$ cat src/rtl/mwl_pkg.sv
package mwl_pkg;
    localparam int WORD_W      = 16;
    localparam int ADDR_WIDE   = 8;
    localparam int ADDR_NARROW = 6;
    localparam int OPC_W       = 3;
    localparam int CMD_W       = OPC_W + ADDR_WIDE;
    localparam int BIT_W       = $clog2(WORD_W);
    localparam int MAC_BASE    = 7;
    localparam int MAC_WORDS   = 3;
    localparam int MAC_W       = MAC_WORDS * WORD_W;
    localparam int WIDX_W      = $clog2(MAC_WORDS + 1);

    localparam logic [OPC_W-1:0]  OPC_READ = 3'b110;
    localparam logic [WORD_W-1:0] WIDE_SIG = 16'h8129;

    // control register bit positions
    localparam int CB_DOUT = 0;
    localparam int CB_DIN  = 1;
    localparam int CB_CLK  = 2;
    localparam int CB_SEL  = 3;
    localparam int CB_EN   = 7;

    typedef enum logic [3:0] {
        S_CSLO, S_CSHI, S_CMDL, S_CMDH, S_GAP, S_DATH, S_DATL, S_FIN, S_DONE
    } seq_st_e;

    typedef struct packed {
        seq_st_e           st;
        logic [BIT_W-1:0]  bitn;
        logic [WIDX_W-1:0] widx;
        logic              aw8;
        logic [WORD_W-1:0] sh;
        logic [MAC_W-1:0]  mac;
        logic              done;
        logic              cs;
        logic              sk;
        logic              di;
    } seq_t;

    typedef struct packed {
        logic [7:1] bits;
    } ctl_t;
endpackage

$ cat src/rtl/mw_divider.sv
module mw_divider #(
    parameter int HALF_DIV = 8
) (
    input  logic clk,
    input  logic rst_n,
    input  logic en,
    output logic tick
);
    localparam int CW = $clog2(HALF_DIV);

    logic [CW-1:0] cnt_d, cnt_q;

    always_comb begin
        tick  = en && (cnt_q == CW'(HALF_DIV - 1));
        cnt_d = cnt_q;
        if (!en || tick) cnt_d = '0;
        else             cnt_d = cnt_q + 1'b1;
    end

    always_ff @(posedge clk or negedge rst_n) begin
        if (!rst_n) cnt_q <= '0;
        else        cnt_q <= cnt_d;
    end
endmodule

$ cat src/rtl/mw_seq.sv
module mw_seq import mwl_pkg::*; (
    input  logic             clk,
    input  logic             rst_n,
    input  logic             tick,
    input  logic             do_in,
    output logic             cs,
    output logic             sk,
    output logic             di,
    output logic [MAC_W-1:0] mac,
    output logic             done
);
    seq_t q, n;
    logic             use_wide;
    logic [7:0]       word_addr;
    logic [CMD_W-1:0] cmd;

    always_comb begin
        n         = q;
        use_wide  = (q.widx == '0) || q.aw8;
        word_addr = (q.widx == '0) ? 8'd0
                                   : 8'(MAC_BASE) + 8'(q.widx) - 8'd1;
        cmd       = use_wide ? {OPC_READ, word_addr}
                             : {2'b00, OPC_READ, word_addr[ADDR_NARROW-1:0]};
        if (tick && !q.done) begin
            unique case (q.st)
                S_CSLO: begin
                    n.cs = 1'b1;
                    n.st = S_CSHI;
                end
                S_CSHI: begin
                    n.bitn = use_wide ? BIT_W'(CMD_W - 1)
                                      : BIT_W'(OPC_W + ADDR_NARROW - 1);
                    n.di   = cmd[n.bitn];
                    n.st   = S_CMDL;
                end
                S_CMDL: begin
                    n.sk = 1'b1;
                    n.st = S_CMDH;
                end
                S_CMDH: begin
                    n.sk = 1'b0;
                    if (q.bitn == '0) begin
                        n.di = 1'b0;
                        n.st = S_GAP;
                    end else begin
                        n.bitn = q.bitn - 1'b1;
                        n.di   = cmd[n.bitn];
                        n.st   = S_CMDL;
                    end
                end
                S_GAP: begin
                    n.sk   = 1'b1;
                    n.bitn = BIT_W'(WORD_W - 1);
                    n.st   = S_DATH;
                end
                S_DATH: begin
                    n.sh = {q.sh[WORD_W-2:0], do_in};
                    n.sk = 1'b0;
                    n.st = S_DATL;
                end
                S_DATL: begin
                    if (q.bitn == '0) begin
                        n.cs = 1'b0;
                        n.st = S_FIN;
                    end else begin
                        n.bitn = q.bitn - 1'b1;
                        n.sk   = 1'b1;
                        n.st   = S_DATH;
                    end
                end
                S_FIN: begin
                    if (q.widx == '0) n.aw8 = (q.sh == WIDE_SIG);
                    for (int k = 0; k < MAC_WORDS; k++) begin
                        if (q.widx == WIDX_W'(k + 1))
                            n.mac[k*WORD_W +: WORD_W] = q.sh;
                    end
                    if (q.widx == WIDX_W'(MAC_WORDS)) begin
                        n.done = 1'b1;
                        n.st   = S_DONE;
                    end else begin
                        n.widx = q.widx + 1'b1;
                        n.cs   = 1'b1;
                        n.st   = S_CSHI;
                    end
                end
                default: n.st = S_DONE;
            endcase
        end
    end

    always_ff @(posedge clk or negedge rst_n) begin
        if (!rst_n) begin
            q      <= '0;
            q.st   <= S_CSLO;
        end else begin
            q <= n;
        end
    end

    assign cs   = q.cs;
    assign sk   = q.sk;
    assign di   = q.di;
    assign mac  = q.mac;
    assign done = q.done;
endmodule

$ cat src/rtl/mw_ctl_reg.sv
module mw_ctl_reg import mwl_pkg::*; (
    input  logic       clk,
    input  logic       rst_n,
    input  logic       lock,
    input  logic       wr,
    input  logic [7:1] wdata,
    input  logic       din_sync,
    output logic [7:0] rdata,
    output logic       bb_en,
    output logic       bb_cs,
    output logic       bb_sk,
    output logic       bb_di
);
    ctl_t q, n;

    always_comb begin
        n = q;
        if (wr && !lock) n.bits = wdata;
    end

    always_ff @(posedge clk or negedge rst_n) begin
        if (!rst_n) q <= '0;
        else        q <= n;
    end

    assign rdata = {q.bits, din_sync};
    assign bb_en = q.bits[CB_EN];
    assign bb_cs = q.bits[CB_SEL];
    assign bb_sk = q.bits[CB_CLK];
    assign bb_di = q.bits[CB_DIN];
endmodule

$ cat src/rtl/mw_mac_loader.sv
module mw_mac_loader import mwl_pkg::*; #(
    parameter int HALF_DIV = 8
) (
    input  logic             clk,
    input  logic             rst_n,
    input  logic             ctl_wr,
    input  logic [7:0]       ctl_wdata,
    output logic [7:0]       ctl_rdata,
    output logic             ee_cs,
    output logic             ee_sk,
    output logic             ee_di,
    input  logic             ee_do,
    output logic [MAC_W-1:0] mac_addr,
    output logic             autoload_done
);
    logic [1:0] sync_d, sync_q;
    logic       tick, done;
    logic       s_cs, s_sk, s_di;
    logic       b_en, b_cs, b_sk, b_di;
    logic       unused_wr_lsb;

    assign unused_wr_lsb = ctl_wdata[CB_DOUT];

    always_comb sync_d = {sync_q[0], ee_do};

    always_ff @(posedge clk or negedge rst_n) begin
        if (!rst_n) sync_q <= '0;
        else        sync_q <= sync_d;
    end

    mw_divider #(.HALF_DIV(HALF_DIV)) u_div (
        .clk(clk), .rst_n(rst_n), .en(!done), .tick(tick)
    );

    mw_seq u_seq (
        .clk(clk), .rst_n(rst_n), .tick(tick), .do_in(sync_q[1]),
        .cs(s_cs), .sk(s_sk), .di(s_di), .mac(mac_addr), .done(done)
    );

    mw_ctl_reg u_ctl (
        .clk(clk), .rst_n(rst_n), .lock(!done), .wr(ctl_wr),
        .wdata(ctl_wdata[7:1]), .din_sync(sync_q[1]), .rdata(ctl_rdata),
        .bb_en(b_en), .bb_cs(b_cs), .bb_sk(b_sk), .bb_di(b_di)
    );

    always_comb begin
        if (!done) begin
            ee_cs = s_cs; ee_sk = s_sk; ee_di = s_di;
        end else if (b_en) begin
            ee_cs = b_cs; ee_sk = b_sk; ee_di = b_di;
        end else begin
            ee_cs = 1'b0; ee_sk = 1'b0; ee_di = 1'b0;
        end
    end

    assign autoload_done = done;
endmodule

$ cat config.mk
export PLATFORM = sky130hd
export DESIGN_NAME = mw_mac_loader
export DESIGN_NICKNAME = d
export VERILOG_FILES = /design/src/rtl/mwl_pkg.sv /design/src/rtl/mw_divider.sv /design/src/rtl/mw_seq.sv /design/src/rtl/mw_ctl_reg.sv /design/src/rtl/mw_mac_loader.sv
export SDC_FILE = /design/constraint.sdc
export NUM_CORES = 1
export LEC_CHECK = 0
export BUFFER_PORTS_ARGS = -buffer_cell sky130_fd_sc_hd__buf_2
export CORE_MARGIN = 4
export CORE_UTILIZATION = 42
export CTS_CLUSTER_SIZE = 12
export DETAILED_ROUTE_END_ITERATION = 6
export SYNTH_ARGS = -nofsm -noshare
export SYNTH_HDL_FRONTEND = slang
export SYNTH_SLANG_ARGS = --single-unit
$ cat constraint.sdc
create_clock -name clk -period 5.8 [get_ports clk]
set_input_delay 0 -clock clk [delete_from_list [all_inputs] [get_ports clk]]
set_output_delay 0 -clock clk [all_outputs]
set_load 0.01 [all_outputs]
==> flow_metrics.tcl, run 1 <==
set metrics [dict create \
    outcome "complete, no violations" \
    area_growth_pct 8.92 \
    p_clk_share_pct 43.7 \
    fin_setup_tns_ns 0 \
    grt_use_total_pct 13.7 \
    synth_area_sq_um 4510 \
    cp-end-kind "flop" \
    drive_above_1_share_pct 42.8 \
    r2r_start "u_div.cnt_q[0]" \
    power_leakage_nw 2.65 \
    fp-row-count 37 \
    switchingPower_uw 268 \
    io_pins 72 \
    fin_crit_sh_pct 38.6 \
    ys.flop_type "dfrtp_1" \
    final_hold_viol_count 0 \
    slew_violations 0 \
    async_reset_ff_share_pct 100 \
    cts_sinks 91 \
    required_ns 6.05 \
    slew_headroom_pct 38.8 \
    total_power_mw 1.16 \
    cts_root_buf "clkbuf_8" \
    cp.arrival_ns 2.48 \
    final_area_sq_um 4920 \
    clkLatencyLatePin_ns 0.36 \
    die_w_um 112 \
    drc 0 \
    p_comb_share_pct 1.8 \
    grt_pass1_wl_um 13900 \
    ys_types 51 \
    max-cap-violations 0 \
    startpoint_type "flop" \
    grt_remaining_overflow 0 \
    setup_viol_count_final 0 \
    finClkSkew_ns 0.0112 \
    drt_first_pass_iters 4 \
    start_util_pct 43.3 \
    portBuffers 70 \
    vias 2641 \
    path_clk_slew_ns 0.10 \
    reg2reg_slack_ns 3.56 \
    wirelength_um 8150 \
    tightest_slew_ns 0.918 \
    die_h_um 112 \
    ant_nets 0 \
    ys_seq_area_share_pct 50.4 \
    cts_max_path_buffers 2 \
    ir_drop_mv 0.139 \
    yosysWarnings 0 \
    core_area_sq_um 10400 \
    switching_share_pct 23.0 \
    place_congestion 0.774 \
    yosys_register_bits 91 \
    syn-num-nets 373 \
    cts_tree "done" \
    rr_worst_depth 5 \
    fin_util_pct 47.2 \
    drtIter0Drc 130 \
    internal_power_uw 897 \
    holdWs_ns 0.0337 \
    rsz0062_at_grt "false" \
    crit_start "u_div.cnt_q[0]" \
    seqPwrFrac_pct 54.5 \
    finalCriticalPeriod_ns 2.24 \
    hold_class "in2async" \
    p_per_area_nw_per_um2 237 \
    diodes 0 \
    rr_endpoint "u_seq.q[61]" \
    wire_per_inst_um 15.7 \
    fmax_mhz 447 \
    synth_area_per_cell_sq_um 12.9 \
    synthCells 351 \
    grt_max_degree 75 \
    die_area_sq_um 12500 \
    routed_via_density 5.09 \
    layout.nets 400 \
    grt_antenna_before_repair 0 \
    cts_buffers 9 \
    place_area_sq_um 4580 \
    grt_pass1_vias 2763 \
    htreeDepth 3 \
    synth_edf_count 0 \
    critPathMaxFanout 16 \
    cp-endpoint "u_seq.q[61]" \
    crit_type "reg2reg" \
    place_hpwl_um 5390 \
]
worst max-delay path: stages, from the launching register on:
cell and delay (ns):
dfrtp_1 0.39, ha_1 0.21, ha_1 0.26, and4bb_1 0.27
nand2_1 0.57, mux2_2 0.41
repair_timing:
action,in CTS,in global routing
setup buffers,0,0
endpoints found under the hold margin,25,0
gates resized for setup,0,0
hold buffers,9,0
cells in the final DEF (no fill, tap or decap), types with 3 or more instances in the layout:
master and instances:
nand3_1 5, nand2_1 13, clkbuf_8 9, dfrtp_1 91, mux2i_1 4, nor3b_1 4, nand2_4 3, mux2_4 28
buf_2 69, a21oi_1 8, o21ai_0 13, nor4bb_1 3, dlygate4sd3_1 9, ha_1 10, a32oi_1 3, mux2_2 43
nand2b_1 4, nor2_1 3, inv_1 12
per-layer routing:
layer	share of wire (%)	up-vias	GRT usage (%)
met5	0	-	0
met4	2.4	0	6.33
met3	3.9	17	2.99
met2	48	66	21.5
met1	46	1324	18.2
li1	-	1234	-
area by class of cell:
type,instances,area [sq um]
Fill cell,965,5500
Inverter,12,45.0
Timing Repair Buffer,80,450
Tap cell,136,170
Sequential cell,91,2280
Clock inverter,7,121
Clock buffer,9,124
Multi-Input combinational cell,184,1730
cell usage after synthesis (all sizes together), types with 4 or more instances:
cell type | count | area, sq um
dfrtp | 91 | 2280
mux2 | 72 | 916
buf | 57 | 437
nand2 | 16 | 82.6
o21ai | 13 | 65.1
inv | 12 | 45.0
ha | 10 | 125
a21oi | 8 | 40.0
clkbuf | 7 | 26.3
nand3 | 5 | 25.0
nor3b | 5 | 42.5
mux2i | 4 | 40.0
nand2b | 4 | 25.0
state kept, by name (all words and copies together), names as in the netlist, 2 cells and up:
register	flops
u_seq.mac	48
u_seq.q	27
u_ctl.q	7
u_div.cnt_q	3
sync_q	2
power groups by stage:
stage               Sequential (mW)  Clock, mW  Combinational, mW
global placement              0.647          0             0.0169
finish                        0.635      0.509             0.0209
detailed placement            0.647          0             0.0174
global route                  0.635      0.556             0.0246
CTS                           0.635      0.529             0.0221
floorplan                     0.648          0           0.000761
metrics by stage:
| stage | worst slack (ns) | std cells |
|---|---|---|
| 2_1_floorplan | 3.87 | 351 |
| 3_3_place_gp | 3.63 | 494 |
| 3_5_place_dp | 3.55 | 494 |
| 4_1_cts | 3.53 | 519 |
| 5_1_grt | 3.46 | 519 |
| 6_report | 3.56 | 519 |
worst min path at each step:
stage	from	endpoint	slack, ns	cells past startpoint
after floorplan	rst_n	sync_q[0]	-0.30	0
after global placement	rst_n	u_ctl.q[4]	-0.13	1
after detailed placement	rst_n	u_ctl.q[2]	-0.12	1
after CTS	rst_n	u_seq.mac[4]	0.01	2
after global routing	rst_n	u_seq.mac[4]	0.06	2
final	rst_n	u_ctl.q[4]	0.03	2
kinds of logic after synthesis:
| kind of cell | synth area share, % |
|---|---|
| AO/OA/AOI/OAI | 5.41 |
| XOR/XNOR | 0.776 |
| adder cells (fa/ha/maj) | 2.77 |
| buffers and inverters | 11.3 |
| flip-flops | 50.4 |
| multiplexers | 21.2 |
| AND/OR/NAND/NOR | 8.18 |
(Power assumes the default switching activity.)
==> inputs of run 2 (changes only) <==
clock period = 2.13 ns   (was 5.8 ns; I/O delays follow)
==> flow_metrics.tcl, run 2 (same netlist as run 1, synthesis figures left out) <==
set metrics [dict create \
    outcome "complete, no violations" \
    io_pins 72 \
    place_area_sq_um 4680 \
    slew_headroom_pct 63.6 \
    ir_drop_mv 0.346 \
    final_area_sq_um 4970 \
    wire_per_inst_um 15.5 \
    drtIter0Drc 99 \
    max-cap-violations 0 \
    fin_util_pct 47.7 \
    rsz0062_at_grt "false" \
    startpoint_type "flop" \
    cts_buffers 9 \
    cts_tree "done" \
    portBuffers 70 \
    drive_above_1_share_pct 45.1 \
    tightest_slew_ns 0.546 \
    grt_remaining_overflow 0 \
    layout.nets 414 \
    diodes 0 \
    finClkSkew_ns 0.0113 \
    power_leakage_nw 2.70 \
    die_area_sq_um 12500 \
    drc 0 \
    core_area_sq_um 10400 \
    grt_pass1_vias 2776 \
    slew_violations 0 \
    crit_type "reg2reg" \
    start_util_pct 43.3 \
    final_common_cell "dfrtp_1" \
    htreeDepth 3 \
    cts_root_buf "clkbuf_8" \
    die_w_um 112 \
    holdWs_ns 0.167 \
    critPathMaxFanout 18 \
    cp.arrival_ns 2.26 \
    grt_antenna_before_repair 0 \
    fin_setup_tns_ns 0 \
    largest_reg_flops 48 \
    grt_use_total_pct 13.7 \
    p_per_area_nw_per_um2 582 \
    wirelength_um 8280 \
    routed_via_density 4.99 \
    place_hpwl_um 5620 \
    clkLatencyLatePin_ns 0.36 \
    num-fill-cells 990 \
    path_clk_slew_ns 0.10 \
    hold_class "in2async" \
    final_hold_viol_count 0 \
    grt_max_degree 52 \
    ant_nets 0 \
    die_h_um 112 \
    total_power_mw 2.89 \
    vias 2659 \
    fp-row-count 37 \
    place_congestion 0.786 \
    finalCriticalPeriod_ns 2.02 \
    cts_sinks 91 \
    fin_crit_sh_pct 94.9 \
    grt_pass1_wl_um 13900 \
    required_ns 2.37 \
    cts_max_path_buffers 2 \
    cp-end-kind "flop" \
    layout_common_cells "dfrtp_1, buf_2, mux2_2" \
    area_growth_pct 10.2 \
    fmax_mhz 495 \
    drt_first_pass_iters 4 \
    setup_viol_count_final 0 \
]
## run 2: changes by cell type in the layout (fill, tap and decap cells not counted)
cell,before,now
bufinv_16,2,0
inv_8,1,2
clkinv_8,2,0
clkinvlp_4,0,1
ha_1,10,9
buf_12,0,1
buf_4,2,15
clkinv_2,0,2
ha_2,0,1
## run 2: metrics by stage
step | cells | setup slack [ns]
3_5_place_dp | 506 | 0.105
5_1_grt | 533 | 0.00251
6_report | 533 | 0.110
3_3_place_gp | 506 | 0.138
2_1_floorplan | 351 | 0.204
4_1_cts | 531 | 0.0796
## run 2: what timing repair did
action / 4_1_cts / 5_1_grt
hold buffers: 9 / 0
setup endpoints to repair: 0 / 1
buffers inserted: 0 / 2
resized for setup: 0 / 1
endpoints found under the hold margin: 48 / 0
## run 2: worst paths after layout
check | endpoint | startpoint | cells past startpoint | slack [ns]
max in group asynchronous | u_seq.q[66] | rst_n | 3 | 1.30
worst max-delay path | u_seq.mac[33] | u_div.cnt_q[0] | 6 | 0.11
worst min-delay path | u_ctl.q[2] | rst_n | 2 | 0.17
worst min register to register | sync_q[1] | sync_q[0] | 0 | 0.36
min in group clk | u_ctl.q[2] | ctl_wr | 3 | 0.19
worst max register to register | u_seq.mac[33] | u_div.cnt_q[0] | 6 | 0.11
## run 2: critical path, stage by stage, from the launching register on
cell	delay, ns
dfrtp_1	0.39
ha_1	0.20
ha_1	0.18
and4bb_1	0.25
and2b_4	0.22
nand2_4	0.27
mux2_2	0.37
## run 2: cell type report
type,count,area (sq um),share of cell area (%)
sequential,91,2280,45.8
multi-input combinational,184,1730,34.8
timing repair buffer,94,568,11.4
tap,136,170,3.42
clock buffer,9,124,2.49
clock inverter,7,57.6,1.16
inverter,12,45.0,0.906
## run 2: power by group
| group | total, mW | internal [mW] | switching [mW] |
|---|---|---|---|
| registers | 1.73 | 1.73 | 0.000729 |
| clock network | 1.10 | 0.443 | 0.660 |
| logic | 0.0605 | 0.0222 | 0.0383 |
## run 2: layer usage
layer	GRT usage [%]	vias up	routed length [um]
met5	0	-	0
met4	5.92	0	197
met3	3.70	16	369
met1	17.6	1319	3700
met2	21.9	59	4020
li1	-	1265	-
